$ cat src/rtl/uart_sb_pkg.sv
package uart_sb_pkg;
  localparam int OVS   = 16;
  localparam int SUBW  = $clog2(OVS);
  localparam int DIVCW = 3;
  localparam int DCNTW = 1 << DIVCW;
  localparam int WMAX  = 9;
  localparam int FRW   = WMAX + 2;

  localparam logic [2:0] ADR_STAT = 3'd0;
  localparam logic [2:0] ADR_DATA = 3'd1;
  localparam logic [2:0] ADR_RATE = 3'd2;
  localparam logic [2:0] ADR_CTLA = 3'd3;
  localparam logic [2:0] ADR_CTLB = 3'd4;

  typedef enum logic [1:0] {TX_IDLE, TX_SEND, TX_BRK, TX_MARK} tx_st_e;

  function automatic logic [3:0] presc_factor(input logic [1:0] code);
    case (code)
      2'd0:    return 4'd1;
      2'd1:    return 4'd3;
      2'd2:    return 4'd4;
      default: return 4'd13;
    endcase
  endfunction

  function automatic logic [DCNTW-1:0] div_factor(input logic [DIVCW-1:0] code);
    return DCNTW'(1) << code;
  endfunction

  // Character with parity inserted in its top bit when enabled.
  function automatic logic [WMAX-1:0] tx_word(input logic [WMAX-1:0] w, input logic nine,
                                              input logic pen, input logic odd);
    logic [WMAX-1:0] r;
    r = w;
    if (!nine) r[8] = 1'b0;
    if (pen) begin
      if (nine) r[8] = (^w[7:0]) ^ odd;
      else      r[7] = (^w[6:0]) ^ odd;
    end
    return r;
  endfunction

  function automatic logic parity_bad(input logic [WMAX-1:0] w, input logic nine, input logic odd);
    return nine ? ((^w[8:0]) != odd) : ((^w[7:0]) != odd);
  endfunction
endpackage

$ cat src/rtl/uart_sb_baud.sv
module uart_sb_baud
  import uart_sb_pkg::*;
(
  input  logic       clk,
  input  logic       rst_n,
  input  logic [7:0] rate,
  output logic       tx_tick,
  output logic       rx_tick
);
  logic [3:0] pcnt;
  logic       pre_tick;
  logic [1:0] ticks;

  assign pre_tick = (pcnt >= presc_factor(rate[7:6]) - 4'd1);

  always_ff @(posedge clk or negedge rst_n) begin
    if (!rst_n)        pcnt <= '0;
    else if (pre_tick) pcnt <= '0;
    else               pcnt <= pcnt + 4'd1;
  end

  // Prescaler period above one never yields two adjacent pulses.
  p_pre_gap_r3: assert property (@(posedge clk) disable iff (!rst_n)
    (pre_tick && rate[7:6] != 2'd0 && $stable(rate)) |=> !pre_tick);

  generate
    for (genvar g = 0; g < 2; g++) begin : g_div
      logic [DCNTW-1:0] cnt;
      logic [DIVCW-1:0] code;
      assign code     = (g == 0) ? rate[5:3] : rate[2:0];
      assign ticks[g] = pre_tick && (cnt >= div_factor(code) - DCNTW'(1));
      always_ff @(posedge clk or negedge rst_n) begin
        if (!rst_n)        cnt <= '0;
        else if (ticks[g]) cnt <= '0;
        else if (pre_tick) cnt <= cnt + DCNTW'(1);
      end
    end
  endgenerate

  assign tx_tick = ticks[0];
  assign rx_tick = ticks[1];
endmodule

$ cat src/rtl/uart_sb_tx.sv
module uart_sb_tx
  import uart_sb_pkg::*;
(
  input  logic            clk,
  input  logic            rst_n,
  input  logic            tick,
  input  logic            tx_en,
  input  logic            brk_req,
  input  logic            pending,
  input  logic            nine,
  input  logic [WMAX-1:0] word,
  output logic            load,
  output logic            frame_end,
  output logic            tx_o
);
  tx_st_e          st;
  logic [FRW-1:0]  sh;
  logic [3:0]      bitno;
  logic [SUBW-1:0] sub;
  logic [3:0]      last_bit;

  assign last_bit = nine ? 4'd10 : 4'd9;
  assign load     = (st == TX_IDLE) && tick && !brk_req && tx_en && pending;
  assign tx_o     = (st == TX_SEND) ? sh[0] : (st != TX_BRK);

  always_ff @(posedge clk or negedge rst_n) begin
    if (!rst_n) begin
      st <= TX_IDLE; sh <= '1; bitno <= '0; sub <= '0; frame_end <= 1'b0;
    end else begin
      frame_end <= 1'b0;
      if (st == TX_IDLE) begin
        if (tick) begin
          sub <= '0; bitno <= '0;
          if (brk_req) st <= TX_BRK;
          else if (load) begin
            st <= TX_SEND;
            sh <= nine ? {1'b1, word, 1'b0} : {2'b11, word[7:0], 1'b0};
          end
        end
      end else if (tick) begin
        sub <= sub + SUBW'(1);
        if (sub == SUBW'(OVS - 1)) begin
          bitno <= bitno + 4'd1;
          sh    <= {1'b1, sh[FRW-1:1]};
          if (st == TX_MARK) st <= TX_IDLE;
          else if (bitno == last_bit) begin
            if (st == TX_SEND) begin
              st <= TX_IDLE; frame_end <= 1'b1;
            end else begin
              bitno <= '0;
              if (!brk_req) st <= TX_MARK;
            end
          end
        end
      end
    end
  end

  p_stop_high_r2: assert property (@(posedge clk) disable iff (!rst_n)
    (st == TX_SEND && bitno == last_bit) |-> tx_o);
  p_break_low_r11: assert property (@(posedge clk) disable iff (!rst_n)
    (st == TX_BRK && brk_req) |=> !tx_o);
endmodule

$ cat src/rtl/uart_sb_rx.sv
module uart_sb_rx
  import uart_sb_pkg::*;
(
  input  logic            clk,
  input  logic            rst_n,
  input  logic            tick,
  input  logic            rx_en,
  input  logic            rx_s,
  input  logic            nine,
  output logic            done,
  output logic            noise,
  output logic            ferr,
  output logic [WMAX-1:0] word
);
  logic            busy, sa, sb, nacc, maj, disagree;
  logic [3:0]      bitno, stop_idx, idx;
  logic [SUBW-1:0] sub, sub_n;

  assign stop_idx = nine ? 4'd10 : 4'd9;
  assign sub_n    = sub + SUBW'(1);
  assign idx      = bitno - 4'd1;
  assign maj      = (sa & sb) | (sa & rx_s) | (sb & rx_s);
  assign disagree = (sa != sb) || (sb != rx_s);

  always_ff @(posedge clk or negedge rst_n) begin
    if (!rst_n) begin
      busy <= 1'b0; bitno <= '0; sub <= '0; sa <= 1'b1; sb <= 1'b1; nacc <= 1'b0;
      done <= 1'b0; noise <= 1'b0; ferr <= 1'b0; word <= '0;
    end else begin
      done <= 1'b0;
      if (!busy) begin
        if (tick && rx_en && !rx_s) begin
          busy <= 1'b1; bitno <= '0; sub <= '0; nacc <= 1'b0; word <= '0;
        end
      end else if (tick) begin
        sub <= sub_n;
        if (sub_n == SUBW'(7)) sa <= rx_s;
        if (sub_n == SUBW'(8)) sb <= rx_s;
        if (sub_n == SUBW'(9)) begin
          nacc <= nacc | disagree;
          if (bitno == 4'd0) begin
            if (maj) busy <= 1'b0;
          end else if (bitno == stop_idx) begin
            busy <= 1'b0; done <= 1'b1; ferr <= !maj; noise <= nacc | disagree;
          end else begin
            word[idx] <= maj;
          end
        end
        if (sub == SUBW'(OVS - 1)) bitno <= bitno + 4'd1;
      end
    end
  end

  p_false_start_r7: assert property (@(posedge clk) disable iff (!rst_n)
    (busy && tick && bitno == 4'd0 && sub_n == SUBW'(9) && maj) |=> (!busy && !done));
endmodule

$ cat src/rtl/uart_split_baud.sv
module uart_split_baud
  import uart_sb_pkg::*;
(
  input  logic       clk,
  input  logic       rst_n,
  input  logic [2:0] reg_addr,
  input  logic       reg_wr,
  input  logic       reg_rd,
  input  logic [7:0] reg_wdata,
  output logic [7:0] reg_rdata,
  input  logic       rx_i,
  output logic       tx_o,
  output logic       irq_o
);
  logic [7:0] rate_q, ctlb_q, hold_q, rx_byte;
  logic       tx9_q, nine_q, pen_q, odd_q, rx9_q;
  logic       st_txe, st_txc, st_rxf, st_ovr, st_nf, st_fe, st_pe;
  logic       rx_meta, rx_s;
  logic       tx_tick, rx_tick, tx_load, tx_end, rx_done, rx_noise, rx_ferr;
  logic [WMAX-1:0] rx_word;
  logic       wr_data, rd_clr;

  assign wr_data = reg_wr && reg_addr == ADR_DATA;
  assign rd_clr  = reg_rd && reg_addr == ADR_DATA;

  uart_sb_baud u_baud (.clk(clk), .rst_n(rst_n), .rate(rate_q), .tx_tick(tx_tick), .rx_tick(rx_tick));

  uart_sb_tx u_tx (
    .clk(clk), .rst_n(rst_n), .tick(tx_tick), .tx_en(ctlb_q[3]), .brk_req(ctlb_q[0]),
    .pending(!st_txe), .nine(nine_q), .word(tx_word({tx9_q, hold_q}, nine_q, pen_q, odd_q)),
    .load(tx_load), .frame_end(tx_end), .tx_o(tx_o));

  uart_sb_rx u_rx (
    .clk(clk), .rst_n(rst_n), .tick(rx_tick), .rx_en(ctlb_q[2]), .rx_s(rx_s), .nine(nine_q),
    .done(rx_done), .noise(rx_noise), .ferr(rx_ferr), .word(rx_word));

  always_ff @(posedge clk or negedge rst_n) begin
    if (!rst_n) begin
      rx_meta <= 1'b1; rx_s <= 1'b1;
      rate_q <= '0; ctlb_q <= '0; hold_q <= '0; rx_byte <= '0;
      tx9_q <= 1'b0; nine_q <= 1'b0; pen_q <= 1'b0; odd_q <= 1'b0; rx9_q <= 1'b0;
      st_txe <= 1'b1; st_txc <= 1'b1; st_rxf <= 1'b0; st_ovr <= 1'b0;
      st_nf <= 1'b0; st_fe <= 1'b0; st_pe <= 1'b0;
    end else begin
      rx_meta <= rx_i; rx_s <= rx_meta;
      if (reg_wr) begin
        case (reg_addr)
          ADR_RATE: rate_q <= reg_wdata;
          ADR_CTLA: begin
            tx9_q <= reg_wdata[6]; nine_q <= reg_wdata[4];
            pen_q <= reg_wdata[2]; odd_q <= reg_wdata[1];
          end
          ADR_CTLB: ctlb_q <= reg_wdata;
          default: ;
        endcase
      end
      // transmit handoff
      if (tx_end && st_txe) st_txc <= 1'b1;
      if (tx_load) st_txe <= 1'b1;
      if (wr_data) begin
        hold_q <= reg_wdata; st_txe <= 1'b0; st_txc <= 1'b0;
      end
      // receive handoff
      if (rd_clr) begin
        st_rxf <= 1'b0; st_ovr <= 1'b0; st_nf <= 1'b0; st_fe <= 1'b0; st_pe <= 1'b0;
      end
      if (rx_done) begin
        if (st_rxf && !rd_clr) st_ovr <= 1'b1;
        else begin
          rx_byte <= rx_word[7:0]; rx9_q <= rx_word[8]; st_rxf <= 1'b1;
          st_fe <= rx_ferr; st_nf <= rx_noise;
          st_pe <= pen_q && parity_bad(rx_word, nine_q, odd_q);
        end
      end
    end
  end

  always_comb begin
    case (reg_addr)
      ADR_STAT: reg_rdata = {st_txe, st_txc, st_rxf, 1'b0, st_ovr, st_nf, st_fe, st_pe};
      ADR_DATA: reg_rdata = rx_byte;
      ADR_RATE: reg_rdata = rate_q;
      ADR_CTLA: reg_rdata = {rx9_q, tx9_q, 1'b0, nine_q, 1'b0, pen_q, odd_q, 1'b0};
      ADR_CTLB: reg_rdata = ctlb_q;
      default:  reg_rdata = '0;
    endcase
  end

  assign irq_o = (ctlb_q[7] & st_txe) | (ctlb_q[6] & st_txc) | (ctlb_q[5] & (st_rxf | st_ovr));

  p_load_empty_r6: assert property (@(posedge clk) disable iff (!rst_n)
    (tx_load && !wr_data) |=> st_txe);
  p_done_needs_empty_r6: assert property (@(posedge clk) disable iff (!rst_n)
    $rose(st_txc) |-> st_txe);
  p_overrun_keep_r9: assert property (@(posedge clk) disable iff (!rst_n)
    (rx_done && st_rxf && !rd_clr) |=> ($stable(rx_byte) && st_ovr));
  p_irq_rx_r12: assert property (@(posedge clk) disable iff (!rst_n)
    (ctlb_q[5] && st_rxf) |-> irq_o);
endmodule

$ cat config.mk
export PLATFORM = sky130hd
export DESIGN_NAME = uart_split_baud
export DESIGN_NICKNAME = d
export VERILOG_FILES = /design/src/rtl/uart_sb_pkg.sv /design/src/rtl/uart_sb_baud.sv /design/src/rtl/uart_sb_tx.sv /design/src/rtl/uart_sb_rx.sv /design/src/rtl/uart_split_baud.sv
export SDC_FILE = /design/constraint.sdc
export NUM_CORES = 1
export LEC_CHECK = 0
export BUFFER_PORTS_ARGS = -buffer_cell sky130_fd_sc_hd__buf_2
export CORE_ASPECT_RATIO = 1.5
export CORE_MARGIN = 8
export CORE_UTILIZATION = 62
export CTS_CLUSTER_DIAMETER = 60
export DETAILED_ROUTE_END_ITERATION = 12
export PLACE_DENSITY = 0.8
export SLEW_MARGIN = 20
export SYNTH_ARGS = -nofsm -noshare
export SYNTH_HDL_FRONTEND = slang
export SYNTH_SLANG_ARGS = --single-unit
export TNS_END_PERCENT = 10
$ cat constraint.sdc
create_clock -name clk -period 3.1 [get_ports clk]
set_input_delay 0.155 -clock clk [delete_from_list [all_inputs] [get_ports clk]]
set_output_delay 0.155 -clock clk [all_outputs]
set_load 0.05 [all_outputs]
* Word level (Yosys, flattened, before mapping)
Index checks and enable logic that the tools add are counted.
** Word-level totals
- Flip-flop bits (word level) :: 112
- Output and inout port bits :: 10
- Input port bits :: 16
** Operators by class
- Muxes and demuxes :: 96
- Magnitude comparators :: 5
- Equality and inequality tests :: 29
- Shift-type cells :: 2
- Bitwise logic cells :: 16
- Reductions and logical operators :: 49
- Add/sub/neg operators :: 11
** Operators with widths (number)
- 2-to-1 mux 11 bit :: 6
- 2-to-1 mux 4 bit :: 16
- 2-to-1 mux 9 bit :: 6
- 2-to-1 mux 1 bit :: 47
- one-hot mux 8 bit (5 select lines) :: 1
- 2-to-1 mux 8 bit :: 4
- 2-to-1 mux 2 bit :: 12
- adder 4 x 1 -> 4 bit (second input constant) :: 5
- adder 8 x 1 -> 8 bit (second input constant) :: 2
- == test 4 bit (second input constant) :: 4
- greater-or-equal comparator 8 bit :: 2
- parity 8 bit :: 2
- << shifter 1 x 3 -> 8 bit (first input constant) :: 2
- subtractor 8 x 1 -> 8 bit (second input constant) :: 2
- AND reduction 5 bit :: 3
- logical AND 1 bit :: 14
- inequality test 2 bit (second input constant) :: 7
- one-hot mux 4 bit (3 select lines) :: 1
- AND reduction 2 bit :: 6
- AND reduction 3 bit :: 4
- nonzero test 2 bit :: 6
- 2-to-1 mux 10 bit :: 1
- bitwise mux 9 bit :: 1
- parity 9 bit :: 1
- other kinds (28) :: 53

* Longest topological paths before layout
- Depth in word-level cells :: 13
- Depth in mapped cells :: 10

* Modules after synthesis
Synthesis repeated with hierarchy kept, for this count alone.
** Unflattened totals
- Cells, all modules :: 620
- Area, all modules :: 6530.0 um2
** By module, submodules not included
- uart_split_baud :: area an instance 2260.9 um2, cells an instance 186, instances 1
- uart_sb_baud :: area an instance 1561.5 um2, cells an instance 158, instances 1
- uart_sb_rx :: area an instance 1505.2 um2, cells an instance 157, instances 1
- uart_sb_tx :: area an instance 1202.4 um2, cells an instance 119, instances 1

* Least setup slack after synthesis
OpenSTA, ideal clock, no wires.
- Path kind :: register -> register
- Start :: register rate_q[5]
- End :: register u_tx.sh[1]
- Path slack :: 434 ps
- Data arrival time :: 2583 ps
- Buffers on the path :: 0
- Period minus slack after synthesis :: 2666 ps
- Stages on the path, launching flop included :: 9
- Cells stage by stage :: dfrtp_1 -> or3_1 -> ha_1 -> nand2b_4 -> a2111oi_4 -> o21bai_2 -> a221o_2 -> nand3_4 -> mux2_2
** On the way
- Longest elaborated chain between the ends :: 10
** RTL lines
- start: declaration :: line uart_split_baud.sv:15 : logic [7:0] rate_q, ctlb_q, hold_q, rx_byte;
- start signal: assignment :: line uart_split_baud.sv:48 : ADR_RATE: rate_q <= reg_wdata;
- << shifter 1 x 3 -> 8 bit * :: line uart_sb_pkg.sv:27 : return DCNTW'(1) << code;
- subtractor 8 x 1 -> 8 bit * :: line uart_sb_baud.sv:31 : assign ticks[g] = pre_tick && (cnt >= div_factor(code) - DCNTW'(1));
- greater-or-equal comparator 8 bit * :: line uart_sb_baud.sv:31
- logical AND 1 bit * :: line uart_sb_baud.sv:31
- logical AND 1 bit (4 in series) :: line uart_sb_tx.sv:23 : assign load = (st == TX_IDLE) && tick && !brk_req && tx_en && pending;
- inequality test 2 bit (no source line)
- AND reduction 4 bit (no source line) *
- end signal: assignment :: line uart_sb_tx.sv:37 : sh <= nine ? {1'b1, word, 1'b0} : {2'b11, word[7:0], 1'b0};
- end signal: assignment :: line uart_sb_tx.sv:44 : sh <= {1'b1, sh[FRW-1:1]};
- end: declaration :: line uart_sb_tx.sv:17 : logic [FRW-1:0] sh;
Mark *: on every way between the ends. The rest lies on a longest branch, timed or not.
A chain may end at the register's enable or synchronous reset.

* Worst setup path in the final report
- Start :: register rate_q[5]
- End :: register u_tx.bitno[1]
** On the way
- Longest elaborated chain between the ends :: 5
** RTL lines
- << shifter 1 x 3 -> 8 bit :: line uart_sb_pkg.sv:27
- subtractor 8 x 1 -> 8 bit :: line uart_sb_baud.sv:31
- greater-or-equal comparator 8 bit :: line uart_sb_baud.sv:31
- logical AND 1 bit :: line uart_sb_baud.sv:31
- AND reduction 2 bit (no source line)
- end signal: assignment :: line uart_sb_tx.sv:43 : bitno <= bitno + 4'd1;
- end: declaration :: line uart_sb_tx.sv:18 : logic [3:0] bitno;
No other way between the ends.

==> results.yml <==
run_status:
  status: "finished clean"
synth:
  syn_avg_cell_area_um2: 10.4
  synth-seq-cells: 111
  synth-edff-count: 0
  seq_area_frac_synth_pct: 42.9
  synth_area_um2: 6520
  synthCells: 624
  synth_ff_type: "dfrtp_1"
  synth_cell_types: 66
  synth.yosys.warnings: 0
  async_flop_share_pct: 100
clock_network:
  cts_tree: "yes"
  clk_latency_ns: 0.35
  cts_root_buf: "clkbuf_16"
  h-tree-depth: 3
  cts_buffers: 9
  clk_path_buf_depth: 2
  clkTransAtPathRegs_ns: 0.07
  cts.sinks: 111
routing:
  drcViolationCount: 0
  antenna_left: 0
  routed_wl_um: 15100
  vias: 4950
  dr.first_iter.drc_count: 219
  drt_pass1_iterations: 4
  vias_per_cell: 6.20
  avgRoutedWirePerCell_um: 18.9
placed_design:
  post-place-cells: 781
  portBuffers: 25
  dp_hpwl_um: 11300
  dpl_worst_slack_ns: 0.226
  place.gp.congestion: 0.913
  placed_cell_area_um2: 6830
timing:
  tightest_slew_ns: 0.885
  slew_viol_final: 0
  relSlewSlack_pct: 41.0
  hold_viol_final: 0
  fin_hold_ws_ns: 0.0687
  fin_crit_sh_pct: 93.8
  setup_violations: 0
  finalSetupTns_ns: 0
  rsz0062_at_grt: "false"
  maxClockFrequency_ghz: 0.344
  clock_skew_ns: 0.00842
  setup_ws_ns: 0.193
  post-route-min-period_ns: 2.91
die:
  io-pin-count: 26
  fp-row-count: 46
  core_um2: 10400
  start_util_pct: 62.6
  die_h_um: 142
  die-area_um2: 14100
  die_w_um: 99.7
worst_setup_path:
  r2r_cells: 8
  r2r_end: "u_tx.bitno[1]"
  r2r-start: "rate_q[5]"
  startpoint: "rate_q[5]"
  r2r_setup_slack_ns: 0.19
  crit_fanout: 8
  worst-setup-path-type: "reg -> reg"
  start_kind: "flip-flop"
  endpoint_kind: "flip-flop"
  crit_required_ns: 3.33
  worstPathArrival_ns: 3.14
grt:
  grt_util_met3_pct: 3.63
  track_usage_pct: 22.5
  grt_max_degree: 64
  grt_pass1_vias: 5251
  overflow: 0
  use_met2_pct: 41.2
  antenna_found_initial: 0
  grt_pass1_wl_um: 25400
  top_usage_layer: "met2"
  use_met1_pct: 23.8
pwr:
  peakVddDrop_mv: 0.465
  powerDensity_nw_per_um2: 765
  p_sw_share_pct: 39.5
  power.share.combinational_pct: 39.5
  pwr-share-clk_pct: 23.1
  p_sw_mw: 2.17
  seqPwrFrac_pct: 37.5
  internal_power_mw: 3.32
  static-leakage-power_nw: 3.23
final_layout:
  area_growth_pct: 10.0
  layout_common_cells: "dfrtp_1 (95), mux2_2 (60), o21ai_0 (46)"
  final_cells: 799
  nets: 709
  final_common_cell: "dfrtp_1"
  antenna_cells: 0
  drive_above_1_share_pct: 21.7
  final_cell_area_um2: 7170
min_path:
  hold_end: "rate_q[5]"
  hp-start: "reg_wdata[5]"
  hold_path_class: "in -> reg"
  whs_path_depth: 3
run:
  drv_cap: 0
==> power groups by stage <==
| stage | Combinational [mW] | Sequential (mW) | Clock (mW) |
|---|---|---|---|
| floorplan | 1.68 | 1.93 | 0 |
| global placement | 2.04 | 2.05 | 0 |
| detailed placement | 2.15 | 2.07 | 0 |
| CTS | 2.17 | 2.05 | 1.28 |
| global route | 2.41 | 2.10 | 1.35 |
| finish | 2.17 | 2.06 | 1.27 |
==> state kept, by name, summed over array words and instances, names as in the netlist, 2 cells and up <==
| signal | count |
|---|---|
| u_baud.g_div.cnt | 16 |
| u_tx.bitno | 4 |
| rx_byte | 8 |
| ctlb_q | 8 |
| rate_q | 8 |
| u_rx.word | 9 |
| u_tx.st | 2 |
| u_baud.pcnt | 4 |
| hold_q | 8 |
| u_tx.sh | 10 |
| u_tx.sub | 4 |
| u_rx.sub | 4 |
| u_rx.bitno | 4 |
==> cells by family (layout without fill, tap and decap cells) <==
group / after synthesis / count (layout) / synth area share, %
AO/OA/AOI/OAI: 159 / 159 / 17.2
buffers and inverters: 56 / 86 / 3.46
flip-flops: 111 / 111 / 42.9
AND/OR/NAND/NOR: 163 / 163 / 13.4
other: 1 / 2 / 0.0575
multiplexers: 71 / 71 / 12.1
XOR/XNOR: 20 / 20 / 2.69
adder cells (fa/ha/maj): 43 / 43 / 8.26
==> worst max-delay path by stage <==
stage          slack [ns]             to
6_report             0.19  u_tx.bitno[1]
5_1_grt              0.08  u_tx.bitno[0]
4_1_cts              0.18    u_rx.sub[3]
3_5_place_dp         0.23     u_tx.sh[2]
3_3_place_gp         0.29     u_tx.sh[3]
2_1_floorplan        0.43     u_tx.sh[1]
==> per-layer routing <==
| metal | vias to the layer above | share of wire [%] | routed length, µm |
|---|---|---|---|
| met5 | - | 0 | 0 |
| met4 | 0 | 4.0 | 601 |
| met3 | 45 | 3.8 | 582 |
| met1 | 2476 | 37 | 5610 |
| met2 | 105 | 55 | 8340 |
| li1 | 2324 | - | - |
==> timing repair <==
| item | CTS | global route |
|---|---|---|
| resized for setup | 0 | 1 |
| endpoints found under the setup margin | 0 | 6 |
| setup buffers | 0 | 0 |
| endpoints found under the hold margin | 45 | 0 |
| hold buffers | 2 | 0 |
==> stage by stage <==
| step | total power [mW] | util [%] |
|---|---|---|
| finish | 5.49 | 68.8 |
| global route | 5.86 | 68.8 |
| CTS | 5.50 | 68.8 |
| detailed placement | 4.22 | 65.5 |
| global placement | 4.08 | 65.5 |
| floorplan | 3.61 | - |
==> critical path: stages, from the launching register on <==
cell,delay (ns)
dfrtp_1,0.46
or3_1,0.41
ha_1,0.28
nand2b_4,0.15
a2111oi_4,0.35
o21bai_2,0.16
a221oi_4,0.42
or3_4,0.23
mux2_2,0.33
==> cells in the mapped netlist, types with 8 or more instances <==
cell / n / area share (%)
ha_1: 43 / 8.3
a22oi_1: 12 / 1.4
o22ai_1: 8 / 0.77
nand2b_1: 14 / 1.3
clkbuf_1: 16 / 0.92
nor2_1: 30 / 1.7
inv_1: 33 / 1.9
and3_1: 10 / 0.96
nand2_1: 42 / 2.4
mux2_2: 60 / 10
a21oi_1: 16 / 1.2
dfrtp_1: 95 / 36
nor2b_1: 13 / 1.2
mux2i_1: 11 / 1.7
nand3_1: 17 / 1.3
dfstp_2: 16 / 6.5
o21ai_0: 47 / 3.6
xnor2_1: 16 / 2.2
==> layout make-up <==
type / count / area, µm²
clock buffers: 11 / 243
clock inverters: 5 / 81.3
fillers: 773 / 3250
inverters: 33 / 124
multi-input cells: 458 / 3510
flip-flops and latches: 111 / 2800
well taps: 144 / 180
repair buffers: 37 / 235
(Power assumes the default switching activity.)
